==> config.mk <==
export PLATFORM = sky130hd
export DESIGN_NAME = revalu_core
export DESIGN_NICKNAME = d
export VERILOG_FILES = /design/src/rtl/revalu_pkg.sv /design/src/rtl/revalu_barrel.sv /design/src/rtl/revalu_inv.sv /design/src/rtl/revalu_loss.sv /design/src/rtl/revalu_undo_ctl.sv /design/src/rtl/revalu_core.sv
export SDC_FILE = /design/constraint.sdc
export NUM_CORES = 1
export LEC_CHECK = 0
export BUFFER_PORTS_ARGS = -buffer_cell sky130_fd_sc_hd__buf_4
export CORE_ASPECT_RATIO = 1.25
export CORE_UTILIZATION = 61
export DETAILED_ROUTE_END_ITERATION = 6
export MAX_ROUTING_LAYER = met4
export PLACE_DENSITY = 0.83
export SYNTH_ARGS = -nofsm -noshare
export SYNTH_HDL_FRONTEND = slang
export SYNTH_HIERARCHICAL = 1
export SYNTH_SLANG_ARGS = --single-unit
export TNS_END_PERCENT = 30
==> constraint.sdc <==
create_clock -name clk -period 3.25 [get_ports clk]
set_input_delay 0.1625 -clock clk [delete_from_list [all_inputs] [get_ports clk]]
set_output_delay 0.1625 -clock clk [all_outputs]
set_load 0.005 [all_outputs]
==> src/rtl/revalu_pkg.sv <==
// Package: shared widths, operation codes and result class for the
// reversible ALU. Assumes a 16-bit datapath and 8-bit immediates.
package revalu_pkg;
    localparam int DW    = 16;
    localparam int IMM_W = 8;
    localparam int OP_W  = 4;
    localparam int SH_W  = $clog2(DW);

    // Bit 3 of the code marks the lossy class; the undo logic decodes it.
    typedef enum logic [OP_W-1:0] {
        OPC_XHI = 4'd0,
        OPC_XLO = 4'd1,
        OPC_ADD = 4'd2,
        OPC_SUB = 4'd3,
        OPC_XOR = 4'd4,
        OPC_ROL = 4'd5,
        OPC_LHI = 4'd8,
        OPC_LLO = 4'd9,
        OPC_SHR = 4'd10,
        OPC_OR  = 4'd11,
        OPC_AND = 4'd12,
        OPC_DUP = 4'd13
    } opc_e;

    typedef enum logic [1:0] {
        SH_ROTL = 2'd0,
        SH_ROTR = 2'd1,
        SH_SRA  = 2'd2
    } shmode_e;

    typedef enum logic [1:0] {
        SEL_NONE = 2'd0,
        SEL_INV  = 2'd1,
        SEL_LOSS = 2'd2,
        SEL_UNDO = 2'd3
    } rsel_e;
endpackage

==> src/rtl/revalu_barrel.sv <==
// Module: logarithmic barrel shifter. MODE picks rotate-left, rotate-right
// or arithmetic right shift. Assumes WIDTH is a power of two and that the
// amount is already reduced to log2(WIDTH) bits.
module revalu_barrel
    import revalu_pkg::*;
#(
    parameter int      WIDTH = DW,
    parameter shmode_e MODE  = SH_ROTL
) (
    input  logic [WIDTH-1:0]         data_i,
    input  logic [$clog2(WIDTH)-1:0] amt_i,
    output logic [WIDTH-1:0]         data_o
);
    localparam int STAGES = $clog2(WIDTH);

    logic [WIDTH-1:0] stage_q [STAGES+1];

    assign stage_q[0] = data_i;

    // One stage per amount bit; stage k moves by 2**k positions.
    for (genvar k = 0; k < STAGES; k++) begin : g_stage
        localparam int S = 1 << k;
        logic [WIDTH-1:0] moved;
        if (MODE == SH_ROTL) begin : g_rotl
            assign moved = {stage_q[k][WIDTH-1-S:0], stage_q[k][WIDTH-1:WIDTH-S]};
        end else if (MODE == SH_ROTR) begin : g_rotr
            assign moved = {stage_q[k][S-1:0], stage_q[k][WIDTH-1:S]};
        end else begin : g_sra
            assign moved = {{S{stage_q[k][WIDTH-1]}}, stage_q[k][WIDTH-1:S]};
        end
        assign stage_q[k+1] = amt_i[k] ? moved : stage_q[k];
    end

    assign data_o = stage_q[STAGES];
endmodule

==> src/rtl/revalu_inv.sv <==
// Module: invertible operations. Computes the XOR forms, add/subtract and
// rotate in either direction. Assumes only ops 0..5 are routed here; any
// other code yields the unchanged destination.
module revalu_inv
    import revalu_pkg::*;
#(
    parameter int WIDTH = DW,
    parameter int IW    = IMM_W
) (
    input  opc_e             op_i,
    input  logic             rev_i,
    input  logic [WIDTH-1:0] dst_i,
    input  logic [WIDTH-1:0] src_i,
    input  logic [IW-1:0]    imm_i,
    output logic [WIDTH-1:0] res_o
);
    localparam int SW = $clog2(WIDTH);

    logic [WIDTH-1:0] rot_l, rot_r;
    logic [WIDTH-1:0] sum, diff;
    logic [WIDTH-1:0] imm_hi, imm_lo;

    revalu_barrel #(.WIDTH(WIDTH), .MODE(SH_ROTL)) u_rotl (
        .data_i (dst_i),
        .amt_i  (src_i[SW-1:0]),
        .data_o (rot_l)
    );

    revalu_barrel #(.WIDTH(WIDTH), .MODE(SH_ROTR)) u_rotr (
        .data_i (dst_i),
        .amt_i  (src_i[SW-1:0]),
        .data_o (rot_r)
    );

    assign sum    = dst_i + src_i;
    assign diff   = dst_i - src_i;
    assign imm_hi = {imm_i, {(WIDTH-IW){1'b0}}};
    assign imm_lo = {{(WIDTH-IW){1'b0}}, imm_i};

    // Pick the forward operation or its inverse.
    always_comb begin
        unique case (op_i)
            OPC_XHI: res_o = dst_i ^ imm_hi;
            OPC_XLO: res_o = dst_i ^ imm_lo;
            OPC_XOR: res_o = dst_i ^ src_i;
            OPC_ADD: res_o = rev_i ? diff : sum;
            OPC_SUB: res_o = rev_i ? sum  : diff;
            OPC_ROL: res_o = rev_i ? rot_r : rot_l;
            default: res_o = dst_i;
        endcase
    end
endmodule

==> src/rtl/revalu_loss.sv <==
// Module: forward value of the lossy operations (loads, arithmetic shift,
// OR, AND, duplicate). Assumes the caller saves the old destination; the
// reverse path does not pass through here.
module revalu_loss
    import revalu_pkg::*;
#(
    parameter int WIDTH = DW,
    parameter int IW    = IMM_W
) (
    input  opc_e             op_i,
    input  logic [WIDTH-1:0] dst_i,
    input  logic [WIDTH-1:0] src_i,
    input  logic [IW-1:0]    imm_i,
    output logic [WIDTH-1:0] res_o
);
    localparam int SW = $clog2(WIDTH);

    logic [WIDTH-1:0] shr_v;

    revalu_barrel #(.WIDTH(WIDTH), .MODE(SH_SRA)) u_sra (
        .data_i (dst_i),
        .amt_i  (src_i[SW-1:0]),
        .data_o (shr_v)
    );

    // Select the overwriting result for each lossy code.
    always_comb begin
        unique case (op_i)
            OPC_LHI: res_o = {imm_i, {(WIDTH-IW){1'b0}}};
            OPC_LLO: res_o = {{(WIDTH-IW){imm_i[IW-1]}}, imm_i};
            OPC_SHR: res_o = shr_v;
            OPC_OR:  res_o = dst_i | src_i;
            OPC_AND: res_o = dst_i & src_i;
            OPC_DUP: res_o = src_i;
            default: res_o = dst_i;
        endcase
    end
endmodule

==> src/rtl/revalu_undo_ctl.sv <==
// Module: classifies the operation code and decides write, push, pop and
// the result source. Assumes bit 3 of the code separates the classes and
// that codes 6, 7, 14, 15 are unassigned.
module revalu_undo_ctl
    import revalu_pkg::*;
#(
    parameter int OW = OP_W
) (
    input  logic [OW-1:0] op_i,
    input  logic          rev_i,
    output logic          we_o,
    output logic          push_o,
    output logic          pop_o,
    output rsel_e         sel_o
);
    logic known;
    logic lossy;

    assign lossy = op_i[OW-1];

    // Known codes: low three bits 0..5 within either class.
    always_comb begin
        known = (op_i[OW-2:0] <= 3'd5);
    end

    // Map class and direction onto stack requests and result source.
    always_comb begin
        we_o   = 1'b0;
        push_o = 1'b0;
        pop_o  = 1'b0;
        sel_o  = SEL_NONE;
        if (known) begin
            we_o = 1'b1;
            if (!lossy) begin
                sel_o = SEL_INV;
            end else if (rev_i) begin
                pop_o = 1'b1;
                sel_o = SEL_UNDO;
            end else begin
                push_o = 1'b1;
                sel_o  = SEL_LOSS;
            end
        end
    end
endmodule

==> src/rtl/revalu_core.sv <==
// Module: top of the reversible register-update ALU. Registers the new
// destination value and the undo stack requests one cycle after an
// accepted operation. Assumes undo_top_i holds the stack top in the cycle
// of a reverse lossy operation.
module revalu_core
    import revalu_pkg::*;
(
    input  logic             clk,
    input  logic             rst_n,
    input  logic             valid_i,
    input  logic [OP_W-1:0]  op_i,
    input  logic             rev_i,
    input  logic [DW-1:0]    dst_i,
    input  logic [DW-1:0]    src_i,
    input  logic [IMM_W-1:0] imm_i,
    input  logic [DW-1:0]    undo_top_i,
    output logic             valid_o,
    output logic             wr_en_o,
    output logic [DW-1:0]    result_o,
    output logic             push_o,
    output logic [DW-1:0]    push_data_o,
    output logic             pop_o
);
    opc_e          opc;
    logic [DW-1:0] inv_res, loss_res, next_res;
    logic          we_c, push_c, pop_c;
    rsel_e         sel;

    assign opc = opc_e'(op_i);

    revalu_inv #(.WIDTH(DW), .IW(IMM_W)) u_inv (
        .op_i  (opc),
        .rev_i (rev_i),
        .dst_i (dst_i),
        .src_i (src_i),
        .imm_i (imm_i),
        .res_o (inv_res)
    );

    revalu_loss #(.WIDTH(DW), .IW(IMM_W)) u_loss (
        .op_i  (opc),
        .dst_i (dst_i),
        .src_i (src_i),
        .imm_i (imm_i),
        .res_o (loss_res)
    );

    revalu_undo_ctl #(.OW(OP_W)) u_ctl (
        .op_i   (op_i),
        .rev_i  (rev_i),
        .we_o   (we_c),
        .push_o (push_c),
        .pop_o  (pop_c),
        .sel_o  (sel)
    );

    // Choose the result source named by the control decode.
    always_comb begin
        unique case (sel)
            SEL_INV:  next_res = inv_res;
            SEL_LOSS: next_res = loss_res;
            SEL_UNDO: next_res = undo_top_i;
            default:  next_res = dst_i;
        endcase
    end

    // Output register: requests and values appear one cycle after accept.
    always_ff @(posedge clk) begin
        if (!rst_n) begin
            valid_o     <= 1'b0;
            wr_en_o     <= 1'b0;
            push_o      <= 1'b0;
            pop_o       <= 1'b0;
            result_o    <= '0;
            push_data_o <= '0;
        end else begin
            valid_o     <= valid_i;
            wr_en_o     <= valid_i & we_c;
            push_o      <= valid_i & push_c;
            pop_o       <= valid_i & pop_c;
            result_o    <= next_res;
            push_data_o <= dst_i;
        end
    end
endmodule

==> metrics.yaml <==
yosys:
  ys_types: 89
  ys_warn_count: 6
  ys.flop_type: "dfxtp_1"
  syn_area_sq_mm: 0.00766
  synth_top_area_cell: "mux4_2"
  ys_ff_latch: 36
  synth_top_area_frac: 0.115
  yosysSeqAreaShare: 0.0941
  synth_edf_count: 0
  syn-instance-count: 894
  synthArstFlopShare: 0
  syn_avg_cell_area_sq_um: 8.56
  yosys-top-cells-area: "mux4_2, dfxtp_1, mux4_1"
  syn_nets: 991
layout:
  final_common_cell: "buf_4"
  diodes: 0
  layout_common_cells: "buf_4, nand2_1, nor2_1"
  post_route_cells_drive_above_1_share: 0.252
  post-route-util: 0.718
  final_cell_area_sq_mm: 0.00877
  nets: 1082
  area_delta_synth_final_pct: 14.5
drt:
  final_antenna_net_count: 0
  drt_iter0_drc: 1155
  vias: 8545
  wl_per_cell_microns: 24.9
  drc: 0
  drtPass1Iterations: 7
  vias_per_cell: 7.43
  routed_wl_microns: 28700
cts:
  clkTransAtPathRegs_ns: 0.06
  cts-root-buf: "clkbuf_16"
  hold_buffers: 0
  clock_path_buffers: 2
  htree_num_levels: 2
  cts_sinks: 36
  cts_tree: "yes"
  numCtsBuffers: 5
worst_setup_path:
  cp_max_fo: 14
  cp.required_ns: 3.39
  endpoint: "result_o[11]"
  startpoint_type: "input port"
  slowest_delay_ns: 0.54
  cp.depth: 14
  critPathTopFamily: "compound AO/OA/AOI/OAI gates"
  crit_buf_inv: 4
  cp_common_cell: "buf_4"
  crit_path_top_delay_cell: "a2111oi_1"
  criticalPathCategory: "input port to flip-flop"
  crit_arrival_ns: 3.17
  crit_chain: "buf_4 -> buf_4 -> inv_1 -> ha_1 -> nor2b_1 -> o311ai_0 -> buf_4 -> a2111oi_1 -> a311oi_1 -> xnor2_1 -> nor2_1 -> o32a_1 -> mux2i_1 -> o22ai_1"
  cp-startpoint: "src_i[1]"
  endpoint_kind: "flip-flop"
floorplanning:
  row_count: 45
  io_pins: 100
  die-area_sq_mm: 0.0130
  fp.dieW_microns: 102
  core_sq_mm: 0.0122
  fp.dieH_microns: 127
  initial_core_util: 0.627
timing:
  relSlewSlack: 0.467
  finalCritPeriodShare: 0.931
  period_needed_ns: 3.03
  fmax_ghz: 0.330
  max_slew.worst_pin.slew_ns: 0.800
  slew_violations: 0
  grt_setup_unrepaired: "no"
  finalHoldViolCount: 0
  setup_viol: 0
  tns_ns: 0
power_and_ir_drop:
  leakagePower_uw: 0.00371
  power.density_mw_per_mm2: 285
  irDropWorstVdd_mv: 0.292
global_routing:
  grt_pass1_wl_microns: 43000
  grt_pass1_vias: 7676
  track_usage: 0.453
  grt_max_degree: 61
  grt_overflow: 0
  antenna_found_initial: 0
placement:
  io_buffer_count: 99
  post_dp_cell_area_sq_mm: 0.00860
  dp_hpwl_microns: 21100
  place_congestion: 1.02
worst_hold_path:
  hold_depth: 2
  holdCritPathClass: "input port to flip-flop"
run_status:
  status: "finished clean"
job:
  maxCapViolCount: 0
routing by layer:
metal / global-route usage / routed length, microns / vias up
met1: 0.587 / 10300 / 3947
met4: 0.291 / 2210 / 0
met5: - / 0 / -
li1: - / - / 3675
met2: 0.657 / 12400 / 746
met3: 0.0656 / 3750 / 177
synth_stat cells (13+ instances only):
| cell type | instances |
|---|---|
| a21oi_1 | 59 |
| nor2b_1 | 14 |
| nor2_1 | 72 |
| inv_1 | 33 |
| a211oi_1 | 13 |
| o21ai_0 | 43 |
| mux4_2 | 39 |
| nand2_1 | 72 |
| mux4_1 | 26 |
| dfxtp_1 | 36 |
| nand2b_1 | 16 |
| o22ai_1 | 31 |
| xnor2_1 | 16 |
| mux2i_1 | 68 |
| clkbuf_1 | 27 |
| buf_2 | 26 |
| and2_1 | 24 |
| mux2_2 | 17 |
| ha_1 | 31 |
| nand3_1 | 22 |
worst min-delay path by stage:
stage	startpoint	to
after floorplan	dst_i[0]	push_data_o[0]
after global placement	valid_i	valid_o
after detailed placement	valid_i	valid_o
after CTS	valid_i	valid_o
after global routing	valid_i	valid_o
final	valid_i	valid_o
metrics by stage:
step           cells  setup slack (ns)  total power [uW]  hold slack, ns
2_1_floorplan    894             0.378              1390           0.284
3_3_place_gp    1142           -0.0464              1850           0.393
3_5_place_dp    1142            -0.126              1860           0.397
4_1_cts         1150             0.181              2440           0.100
5_1_grt         1150            0.0827              2580           0.111
6_report        1150             0.223              2500          0.0977
power by group:
| group | internal, uW | total (uW) | switching [uW] |
|---|---|---|---|
| Clock | 365 | 582 | 217 |
| Combinational | 630 | 1430 | 798 |
| Sequential | 476 | 490 | 14.2 |
cell families (layout without fill, tap and decap cells):
| kind of cell | count (synthesis) | count (layout) | share of synthesized area |
|---|---|---|---|
| buffers and inverters | 114 | 206 | 0.0806 |
| and+or+nand+nor | 272 | 272 | 0.178 |
| muxes | 152 | 152 | 0.322 |
| adders and majority gates | 33 | 33 | 0.0559 |
| DFF | 36 | 36 | 0.0941 |
| AOI/OAI and AO/OA | 268 | 268 | 0.247 |
| xor gates and xnor gates | 19 | 19 | 0.0227 |
sequential cells by signal, indices dropped and copies added (netlist names):
signal	cells
push_o	1
valid_o	1
push_data_o	16
pop_o	1
result_o	16
wr_en_o	1
repair_timing:
item	4_1_cts	5_1_grt
buffers inserted	0	0
resized for setup	0	1
endpoints found under the setup margin	0	1
layout make-up:
type	instances	area, sq um
flip-flops and latches	36	721
repair buffers	159	1190
fillers	982	3450
multi-input cells	744	6330
well taps	164	205
clock inverters	3	46.3
inverters	39	146
clock buffers	5	125
Power figures use the tool's default switching activity.
